===== config.mk =====
export PLATFORM = sky130hd
export DESIGN_NAME = flash_susp_ctrl
export DESIGN_NICKNAME = d
export VERILOG_FILES = /design/src/rtl/flash_susp_ctrl.sv
export SDC_FILE = /design/constraint.sdc
export NUM_CORES = 1
export LEC_CHECK = 0
export ABC_AREA = 0
export BUFFER_PORTS_ARGS = -buffer_cell sky130_fd_sc_hd__buf_2
export CAP_MARGIN = 0
export CORE_MARGIN = 4
export CORE_UTILIZATION = 30
export DETAILED_ROUTE_END_ITERATION = 6
export PLACE_DENSITY = 0.43
export RECOVER_POWER = 25
export SYNTH_ARGS = -nofsm -noshare
export SYNTH_HDL_FRONTEND = slang
export SYNTH_SLANG_ARGS = --single-unit

===== constraint.sdc =====
create_clock -name clk -period 3 [get_ports clk]
set_input_delay 0.3 -clock clk [delete_from_list [all_inputs] [get_ports clk]]
set_output_delay 0.3 -clock clk [all_outputs]
set_load 0.02 [all_outputs]

===== src/rtl/flash_susp_ctrl.sv =====
module flash_susp_ctrl #(
  parameter int BW        = 4,
  parameter int PROG_CYC  = 8,
  parameter int ERASE_CYC = 40
) (
  input  logic          clk,
  input  logic          rst_n,
  input  logic          ce_n,
  input  logic          we_n,
  input  logic [BW-1:0] addr,
  input  logic [7:0]    din,
  output logic [7:0]    dout,
  output logic [1:0]    rd_src,
  output logic          rd_bad,
  output logic [1:0]    lk_op,
  output logic [BW-1:0] lk_blk
);
  localparam int LEN_MAX = (ERASE_CYC > PROG_CYC) ? ERASE_CYC : PROG_CYC;
  localparam int CW      = $clog2(LEN_MAX + 1);
  localparam logic [CW-1:0] P_LEN = CW'(PROG_CYC);
  localparam logic [CW-1:0] E_LEN = CW'(ERASE_CYC);

  localparam logic [7:0] C_PSET = 8'h40, C_ESET = 8'h20, C_XSET = 8'hC0, C_LSET = 8'h60;
  localparam logic [7:0] C_SUSP = 8'hB0, C_RES  = 8'hD0, C_CLR  = 8'h50;
  localparam logic [7:0] C_RARR = 8'hFF, C_RSTA = 8'h70, C_RSIG = 8'h90, C_RCFI = 8'h98;
  localparam logic [7:0] C_LOCK = 8'h01, C_LDWN = 8'h2F, C_UNLK = 8'hD0;
  localparam logic [1:0] RS_ARR = 2'd0, RS_STA = 2'd1;

  typedef enum logic [3:0] {
    S_RDY, S_PSET, S_ESET, S_XSET, S_LSET, S_RUN, S_PSUS,
    S_ESUS, S_ES_PSET, S_ES_XSET, S_ES_LSET, S_ES_RUN
  } st_t;

  typedef enum logic [1:0] {OP_PROG, OP_ERASE, OP_PROT} op_t;

  st_t st;
  op_t op;
  logic [CW-1:0] cnt, ncnt;
  logic [BW-1:0] eblk;
  logic          err;
  logic [7:0]    sr;

  wire wr   = !ce_n && !we_n;
  wire busy = (st == S_RUN) || (st == S_ES_RUN);
  wire esus = (st == S_ESUS) || (st == S_ES_PSET) || (st == S_ES_XSET) ||
              (st == S_ES_LSET) || (st == S_ES_RUN);
  wire psus = (st == S_PSUS);

  logic       rd_hit;
  logic [1:0] rd_code;
  always_comb begin
    rd_hit  = 1'b1;
    rd_code = RS_ARR;
    case (din)
      C_RARR:  rd_code = 2'd0;
      C_RSTA:  rd_code = 2'd1;
      C_RSIG:  rd_code = 2'd2;
      C_RCFI:  rd_code = 2'd3;
      default: rd_hit  = 1'b0;
    endcase
  end

  assign sr     = {~busy, esus, 1'b0, err, 1'b0, psus, 2'b00};
  assign dout   = (rd_src == RS_STA) ? sr : 8'h00;
  assign rd_bad = esus && (rd_src == RS_ARR) && (addr == eblk);

  always_ff @(posedge clk or negedge rst_n) begin
    if (!rst_n) begin
      st     <= S_RDY;
      op     <= OP_PROG;
      cnt    <= '0;
      ncnt   <= '0;
      eblk   <= '0;
      err    <= 1'b0;
      rd_src <= RS_ARR;
      lk_op  <= 2'd0;
      lk_blk <= '0;
    end else begin
      lk_op <= 2'd0;
      case (st)
        S_RDY: if (wr) begin
          case (din)
            C_PSET:  st <= S_PSET;
            C_ESET:  st <= S_ESET;
            C_XSET:  st <= S_XSET;
            C_LSET:  st <= S_LSET;
            C_CLR:   err <= 1'b0;
            default: if (rd_hit) rd_src <= rd_code;
          endcase
        end
        S_PSET: if (wr) begin
          st <= S_RUN; op <= OP_PROG; cnt <= P_LEN; rd_src <= RS_STA;
        end
        S_ESET: if (wr) begin
          st <= S_RUN; op <= OP_ERASE; cnt <= E_LEN; eblk <= addr; rd_src <= RS_STA;
        end
        S_XSET: if (wr) begin
          st <= S_RUN; op <= OP_PROT; cnt <= P_LEN; rd_src <= RS_STA;
        end
        S_LSET, S_ES_LSET: if (wr) begin
          st <= (st == S_LSET) ? S_RDY : S_ESUS;
          lk_blk <= addr;
          if (din == C_LOCK) lk_op <= 2'd1;
          else if (din == C_LDWN) lk_op <= 2'd2;
          else if (din == C_UNLK && st == S_LSET) lk_op <= 2'd3;
        end
        S_RUN: begin
          if (wr && din == C_SUSP && op != OP_PROT) begin
            st <= (op == OP_ERASE) ? S_ESUS : S_PSUS;
            rd_src <= RS_STA;
          end else if (cnt <= 1) begin
            st <= S_RDY;
          end else begin
            cnt <= cnt - 1'b1;
          end
        end
        S_PSUS: if (wr) begin
          if (din == C_RES) begin
            st <= S_RUN; rd_src <= RS_STA;
          end else if (rd_hit) begin
            rd_src <= rd_code;
          end
        end
        S_ESUS: if (wr) begin
          case (din)
            C_RES:   begin st <= S_RUN; rd_src <= RS_STA; end
            C_PSET:  st <= S_ES_PSET;
            C_XSET:  st <= S_ES_XSET;
            C_LSET:  st <= S_ES_LSET;
            default: if (rd_hit) rd_src <= rd_code;
          endcase
        end
        S_ES_PSET: if (wr) begin
          rd_src <= RS_STA;
          if (addr == eblk) begin
            err <= 1'b1; st <= S_ESUS;
          end else begin
            st <= S_ES_RUN; ncnt <= P_LEN;
          end
        end
        S_ES_XSET: if (wr) begin
          st <= S_ES_RUN; ncnt <= P_LEN; rd_src <= RS_STA;
        end
        S_ES_RUN: begin
          if (ncnt <= 1) st <= S_ESUS;
          else ncnt <= ncnt - 1'b1;
        end
        default: st <= S_RDY;
      endcase
    end
  end
endmodule


==> flow_metrics.tcl, run 1 <==
set metrics [dict create \
    outcome "finished with violations" \
    failed_checks "capacitance limit, slew limit" \
    cts_hold_buf 0 \
    clk_pin_slew_worst_paths_ns 0.08 \
    p_leak_nw 1.08 \
    crit_type "flop to flop" \
    areaGrowthSynthToFinish_pct 16.0 \
    postSynthCellCount 251 \
    synth_edf_count 0 \
    num_io_pins 33 \
    cts_resized 0 \
    grt_overflow 0 \
    ys_warn_count 0 \
    crit_slowest_cell "or4b_1" \
    grt_usage_pct 13.6 \
    rr_worst_depth 5 \
    cp_cell_sequence "or3_1, nor3_1, and3b_1, or4b_1, a221o_1" \
    async_flop_share_pct 100 \
    numCtsBuffers 5 \
    start_util_pct 30.6 \
    required_ns 3.18 \
    gr-usage-met2_pct 19.9 \
    holdPathStages 2 \
    synth_cell_types 54 \
    dpl.hpwl_um 4330 \
    num_rows 31 \
    first_iter_violations 104 \
    antenna_found_initial 0 \
    gp_congestion 0.857 \
    setup_viol 0 \
    slew_violations 32 \
    vdd_drop_max_mv 0.357 \
    grt_pass1_vias 1868 \
    vias_per_cell 5.25 \
    grt_pass1_wl_um 9420 \
    diodes 0 \
    root_buffer "clkbuf_8" \
    worstMarginPinSlew_ns 1.81 \
    crit_buf_inv 0 \
    yosysMostFrequentCell "dfrtp_1" \
    globalRoute.busiestLayer "met2" \
    yosysTopAreaCell "dfrtp_1" \
    clk_latency_ns 0.29 \
    synth_seq_cells 31 \
    synth_common_cells "dfrtp_1 (31), nor2_1 (17), inv_1 (14), nor3_1 (14), mux2_2 (13)" \
    drive_gt1_share_pct 22.1 \
    final_net_count 299 \
    final_hold_viol_count 0 \
    maxSlewHeadroom_pct -20.4 \
    avgSynthCellArea_sq_um 8.80 \
    setup_slack_ns 0.520 \
    placed_cell_area_sq_um 2460 \
    rsz0062_at_grt "no" \
    htree_levels 2 \
    yosysSeqAreaShare_pct 35.1 \
    drt-total-wl_um 5770 \
    dieArea_sq_um 8800 \
    cts_tree "built" \
    netlist_top_cells_area "dfrtp_1 (35%), mux2_2 (6.6%), nor3_1 (3.2%)" \
    ys.flop_type "dfrtp_1" \
    path_max_fanout 5 \
    worstPathArrival_ns 2.66 \
    cp.depth 5 \
    post-route-util_pct 35.5 \
    fp.dieW_um 93.8 \
    numPortBuffers 28 \
    drt_pass1_iterations 4 \
    fmax_ghz 0.403 \
    critPathMaxStageDelay_ns 0.62 \
    fin_crit_sh_pct 82.7 \
    final_cell_area_sq_um 2560 \
    met3_usage_pct 3.04 \
    grt_max_degree 32 \
    wl_per_cell_um 15.2 \
    cts_sinks 31 \
    netlist_area_sq_um 2210 \
    synth_top_area_share_pct 35.1 \
    critPathLaunchType "flop" \
    gr-usage-met1_pct 19.8 \
    end_kind "flop" \
    fin_tns_setup_ns 0 \
    vias 1988 \
    cts_setup_buffers 0 \
    critPathTopFamily "simple AND/OR/NAND/NOR gates" \
    period_minus_slack_ns 2.48 \
    die_y_um 93.8 \
    hold_class "input pin to flop" \
    power.density_nw_per_um2 873 \
    core_sq_um 7210 \
    clk_path_buf_depth 2 \
    ant_nets 0 \
    maxCapViolCount 1 \
    dp_slack_ns 0.403 \
    drc_errors 0 \
    clock_skew_ns 0.00932 \
]
power by group:
| part | internal, mW | switching (mW) |
|---|---|---|
| Combinational | 0.498 | 0.623 |
| Sequential | 0.568 | 0.165 |
| Clock | 0.209 | 0.174 |
| Total | 1.28 | 0.961 |
worst register-to-register path, stage by stage (launching register included):
cell     delay, ns
dfrtp_1       0.42
or3_1         0.40
nor3_1        0.30
and3b_1       0.26
or4b_1        0.62
a221o_1       0.38
registers in the layout, summed over array words and instances, names as in the netlist:
name	cells
cnt	6
ncnt	6
eblk	4
lk_blk	4
st	4
lk_op	2
op	2
rd_src	2
err	1
cell type report:
| type | instances | area (sq um) |
|---|---|---|
| clock buffers | 7 | 96.3 |
| clock inverters | 1 | 7.51 |
| fillers | 767 | 4650 |
| inverters | 14 | 52.6 |
| multi-input cells | 190 | 1300 |
| flip-flops and latches | 31 | 776 |
| well taps | 99 | 124 |
| repair buffers | 37 | 206 |
cells by family (layout without fill, tap and decap cells):
| kind of cell | after synthesis | in the layout | synth area share (%) |
|---|---|---|---|
| xor+xnor | 8 | 8 | 3.17 |
| simple gates | 102 | 102 | 27.0 |
| other cells | 1 | 4 | 0.170 |
| buf+inv | 33 | 59 | 6.57 |
| flops | 31 | 31 | 35.1 |
| fa+ha+maj | 4 | 4 | 2.27 |
| mux | 16 | 16 | 7.98 |
| compound gates | 56 | 56 | 17.8 |
per-layer routing:
layer	vias to the layer above	share of wire, %
li1	986	-
met5	-	0
met1	955	48
met3	4	5.3
met4	0	1.2
met2	43	45
stage by stage:
step           total power [mW]  instances  hold WS, ns
2_1_floorplan              1.55        254      0.00441
3_3_place_gp               1.89        371        0.439
3_5_place_dp               1.86        371        0.425
4_1_cts                    2.26        379        0.110
5_1_grt                    2.43        379        0.287
6_report                   2.24        379        0.290
final timing paths:
path	from	to	slack, ns
max in group asynchronous	rst_n	lk_op[1]	1.46
min in group asynchronous	rst_n	cnt[1]	0.48
hold reg to reg	lk_blk[0]	lk_blk[0]	0.51
setup reg to reg	cnt[2]	st[3]	0.52
hold / removal	addr[3]	lk_blk[3]	0.29
setup / recovery	cnt[2]	st[3]	0.52
placed cells by master (no fill, tap or decap), types with 3 or more instances in the layout:
cell type,n
a21oi_1,9
a31oi_1,5
buf_2,27
buf_4,9
clkbuf_8,7
conb_1,4
dfrtp_1,31
ha_1,4
inv_1,14
mux2_2,13
mux2i_1,3
nand2_1,12
nand2b_1,10
nand3_1,6
nand3b_1,5
nand4_1,4
nor2_1,17
nor2b_1,3
nor3_1,14
nor4_1,9
o211ai_1,3
o21ai_0,11
o31ai_1,3
or3_1,5
or4_1,3
xnor2_1,8
(Power assumes the default switching activity.)
==> run 2, diff against run 1 <==
--- a/config.mk
+++ b/config.mk
@@ -5,13 +5,13 @@
 export SDC_FILE = /design/constraint.sdc
 export NUM_CORES = 1
 export LEC_CHECK = 0
-export ABC_AREA = 0
+export ABC_AREA = 1
 export BUFFER_PORTS_ARGS = -buffer_cell sky130_fd_sc_hd__buf_2
 export CAP_MARGIN = 0
 export CORE_MARGIN = 4
 export CORE_UTILIZATION = 30
 export DETAILED_ROUTE_END_ITERATION = 6
-export PLACE_DENSITY = 0.43
+export PLACE_DENSITY = 0.45
 export RECOVER_POWER = 25
 export SYNTH_ARGS = -nofsm -noshare
 export SYNTH_HDL_FRONTEND = slang
==> constraint.sdc (replaced) <==
create_clock -name clk -period 2.19 [get_ports clk]
set_input_delay 0.219 -clock clk [delete_from_list [all_inputs] [get_ports clk]]
set_output_delay 0.219 -clock clk [all_outputs]
set_load 0.02 [all_outputs]
==> run 2 against run 1 <==
Effect of this change:
- critical path depth increased by 2
- design area rose by 4.1%
- synthesized area increased by 4.5%
- via count rose by 14%
- critical endpoint is now rd_bad
- clock-buffer cell count up 1
- highest routed layer unchanged
- core utilization up 0.68 points
- worst hold slack worse by 0.081 ns
- sequential cell count is the same
- the run still ends with capacitance limit, slew limit left
- routed wire length grew 5.5%
==> flow_metrics.tcl, run 2 <==
set metrics [dict create \
    outcome "finished with violations" \
    failed_checks "capacitance limit, slew limit" \
    maxCapViolCount 1 \
    yosysMostFrequentCell "nand2_1" \
    end_kind "primary output" \
    worstPathArrival_ns 1.83 \
    gp_congestion 0.838 \
    fmax_ghz 0.488 \
    drive_gt1_share_pct 13.2 \
    cts_hold_buf 0 \
    dpl.hpwl_um 4990 \
    numPortBuffers 28 \
    dpl.cell_count 500 \
    synth_seq_cells 31 \
    grt_pass1_vias 2175 \
    grt_usage_pct 14.3 \
    p_leak_nw 1.46 \
    first_iter_violations 117 \
    antenna_found_initial 0 \
    fp.dieW_um 95.7 \
    maxSlewHeadroom_pct -16.5 \
    mostFrequentLayoutCell "nand2_1" \
    yosysSeqAreaShare_pct 33.6 \
    async_flop_share_pct 100 \
    diodes 0 \
    htree_levels 2 \
    dieArea_sq_um 9160 \
    power.density_nw_per_um2 892 \
    r2r-start "st[1]" \
    wl_per_cell_um 12.0 \
    critical_path.startpoint "st[1]" \
    cts_setup_buffers 0 \
    cts_resized 0 \
    clk_pin_slew_worst_paths_ns 0.07 \
    hold_class "input pin to flop" \
    start_util_pct 31.3 \
    vias_per_cell 4.48 \
    clk_path_buf_depth 2 \
    crit_type "flop to primary output" \
    ant_nets 0 \
    clock_skew_ns 0.00578 \
    fillers 832 \
    root_buffer "clkbuf_8" \
    postSynthCellCount 372 \
    netlist_area_sq_um 2310 \
    grt_max_degree 32 \
    areaGrowthSynthToFinish_pct 15.6 \
    num_rows 31 \
    clk_latency_ns 0.29 \
    final_cell_count_no_fill 508 \
    vdd_drop_max_mv 0.449 \
    required_ns 1.97 \
    post-route-util_pct 36.2 \
    cts_sinks 31 \
    synth_top_area_share_pct 33.6 \
    numCtsBuffers 5 \
    cts_tree "built" \
    drc_errors 0 \
    p_total_mw 2.38 \
    yosysTopAreaCell "dfrtp_1" \
    setup_viol 0 \
    worstMarginPinSlew_ns 1.75 \
    avgSynthCellArea_sq_um 6.21 \
    grt_pass1_wl_um 10200 \
    final_cell_area_sq_um 2670 \
    critPathLaunchType "flop" \
    die_y_um 95.7 \
    fin_tns_setup_ns 0 \
    ys_warn_count 0 \
    placed_cell_area_sq_um 2570 \
    final_hold_viol_count 0 \
    netlist_top_cells_area "dfrtp_1 (34%), nand2_1 (19%), nor2_1 (12%)" \
    core_sq_um 7370 \
    fin_crit_sh_pct 93.6 \
    num_io_pins 33 \
    vias 2276 \
    slew_violations 32 \
    synth_common_cells "nand2_1 (118), nor2_1 (72), inv_1 (44)" \
    synth_cell_types 26 \
    final_cell_mix "nand2_1 (118), nor2_1 (72), inv_1 (44)" \
    period_minus_slack_ns 2.05 \
    grt_overflow 0 \
    ys.flop_type "dfrtp_1" \
    drt_pass1_iterations 5 \
    final_net_count 428 \
    rsz0062_at_grt "no" \
    reg_top3 "cnt (6), ncnt (6)" \
    synth_edf_count 0 \
    path_max_fanout 6 \
    min_from "addr[2]" \
    drt-total-wl_um 6090 \
]
run 2: cell count changes after synthesis, sizes merged, moves of 5 or more:
cell and change:
a21oi -8, clkbuf -12, inv +38, mux2 -13, nand2 +108, nand2b -10
nand3 +25, nor2 +62, nor3 -10, nor4 -9, o21ai +9, or3 -5
xnor2 -8, xor2 +10
run 2: power breakdown:
| part | leakage [nW] | total (mW) | switching [mW] | internal [mW] |
|---|---|---|---|---|
| clock network | 0.0515 | 0.513 | 0.227 | 0.287 |
| logic | 1.00 | 1.06 | 0.697 | 0.358 |
| registers | 0.402 | 0.811 | 0.114 | 0.697 |
| total | 1.46 | 2.38 | 1.04 | 1.34 |
run 2: worst max-delay path, cell delays in order, from the launching register on:
cell	delay, ns
dfrtp_1	0.45
nand2_1	0.23
inv_1	0.10
nand2_1	0.08
inv_1	0.15
nor2_1	0.08
nor4_1	0.24
buf_2	0.21
run 2: final cells by class:
cell class	count	area (sq um)	share of cell area, %
Clock buffer	8	100	3.75
Timing Repair Buffer	30	154	5.77
Sequential cell	31	776	29.1
Inverter	52	195	7.32
Multi-Input combinational cell	288	1320	49.4
Tap cell	99	124	4.64
run 2: worst paths after layout:
path | endpoint | slack (ns) | depth (start not counted)
setup reg to reg | st[2] | 0.45 | 9
setup / recovery | rd_bad | 0.14 | 7
min in group asynchronous | ncnt[4] | 0.38 | 1
max in group asynchronous | eblk[2] | 0.79 | 1
hold reg to reg | lk_blk[2] | 0.48 | 2
hold / removal | lk_blk[2] | 0.21 | 3
run 2: stage by stage:
| step | worst slack, ns | hold WS (ns) |
|---|---|---|
| after CTS | 0.137 | 0.0196 |
| final | 0.139 | 0.210 |
| after global placement | 0.445 | 0.323 |
| after detailed placement | 0.460 | 0.336 |
| after floorplan | 0.406 | -0.0766 |
| after global routing | 0.00714 | 0.228 |
run 2: kinds of logic after synthesis:
group / count (synthesis) / synth area share [%]
AOI/OAI and AO/OA: 28 / 6.61
xor gates and xnor gates: 10 / 3.79
adders and majority gates: 4 / 2.17
buffers and inverters: 56 / 9.76
DFF: 31 / 33.6
muxes: 1 / 0.434
other: 1 / 0.162
and+or+nand+nor: 241 / 43.5
run 2: per-layer routing:
layer / share of wire (%) / global-route usage, % / up-vias
met5: 0 / 0 / -
met4: 0.76 / 3.20 / 0
met3: 2.8 / 2.58 / 5
met2: 46 / 23.2 / 23
met1: 50 / 19.7 / 1023
li1: - / - / 1225
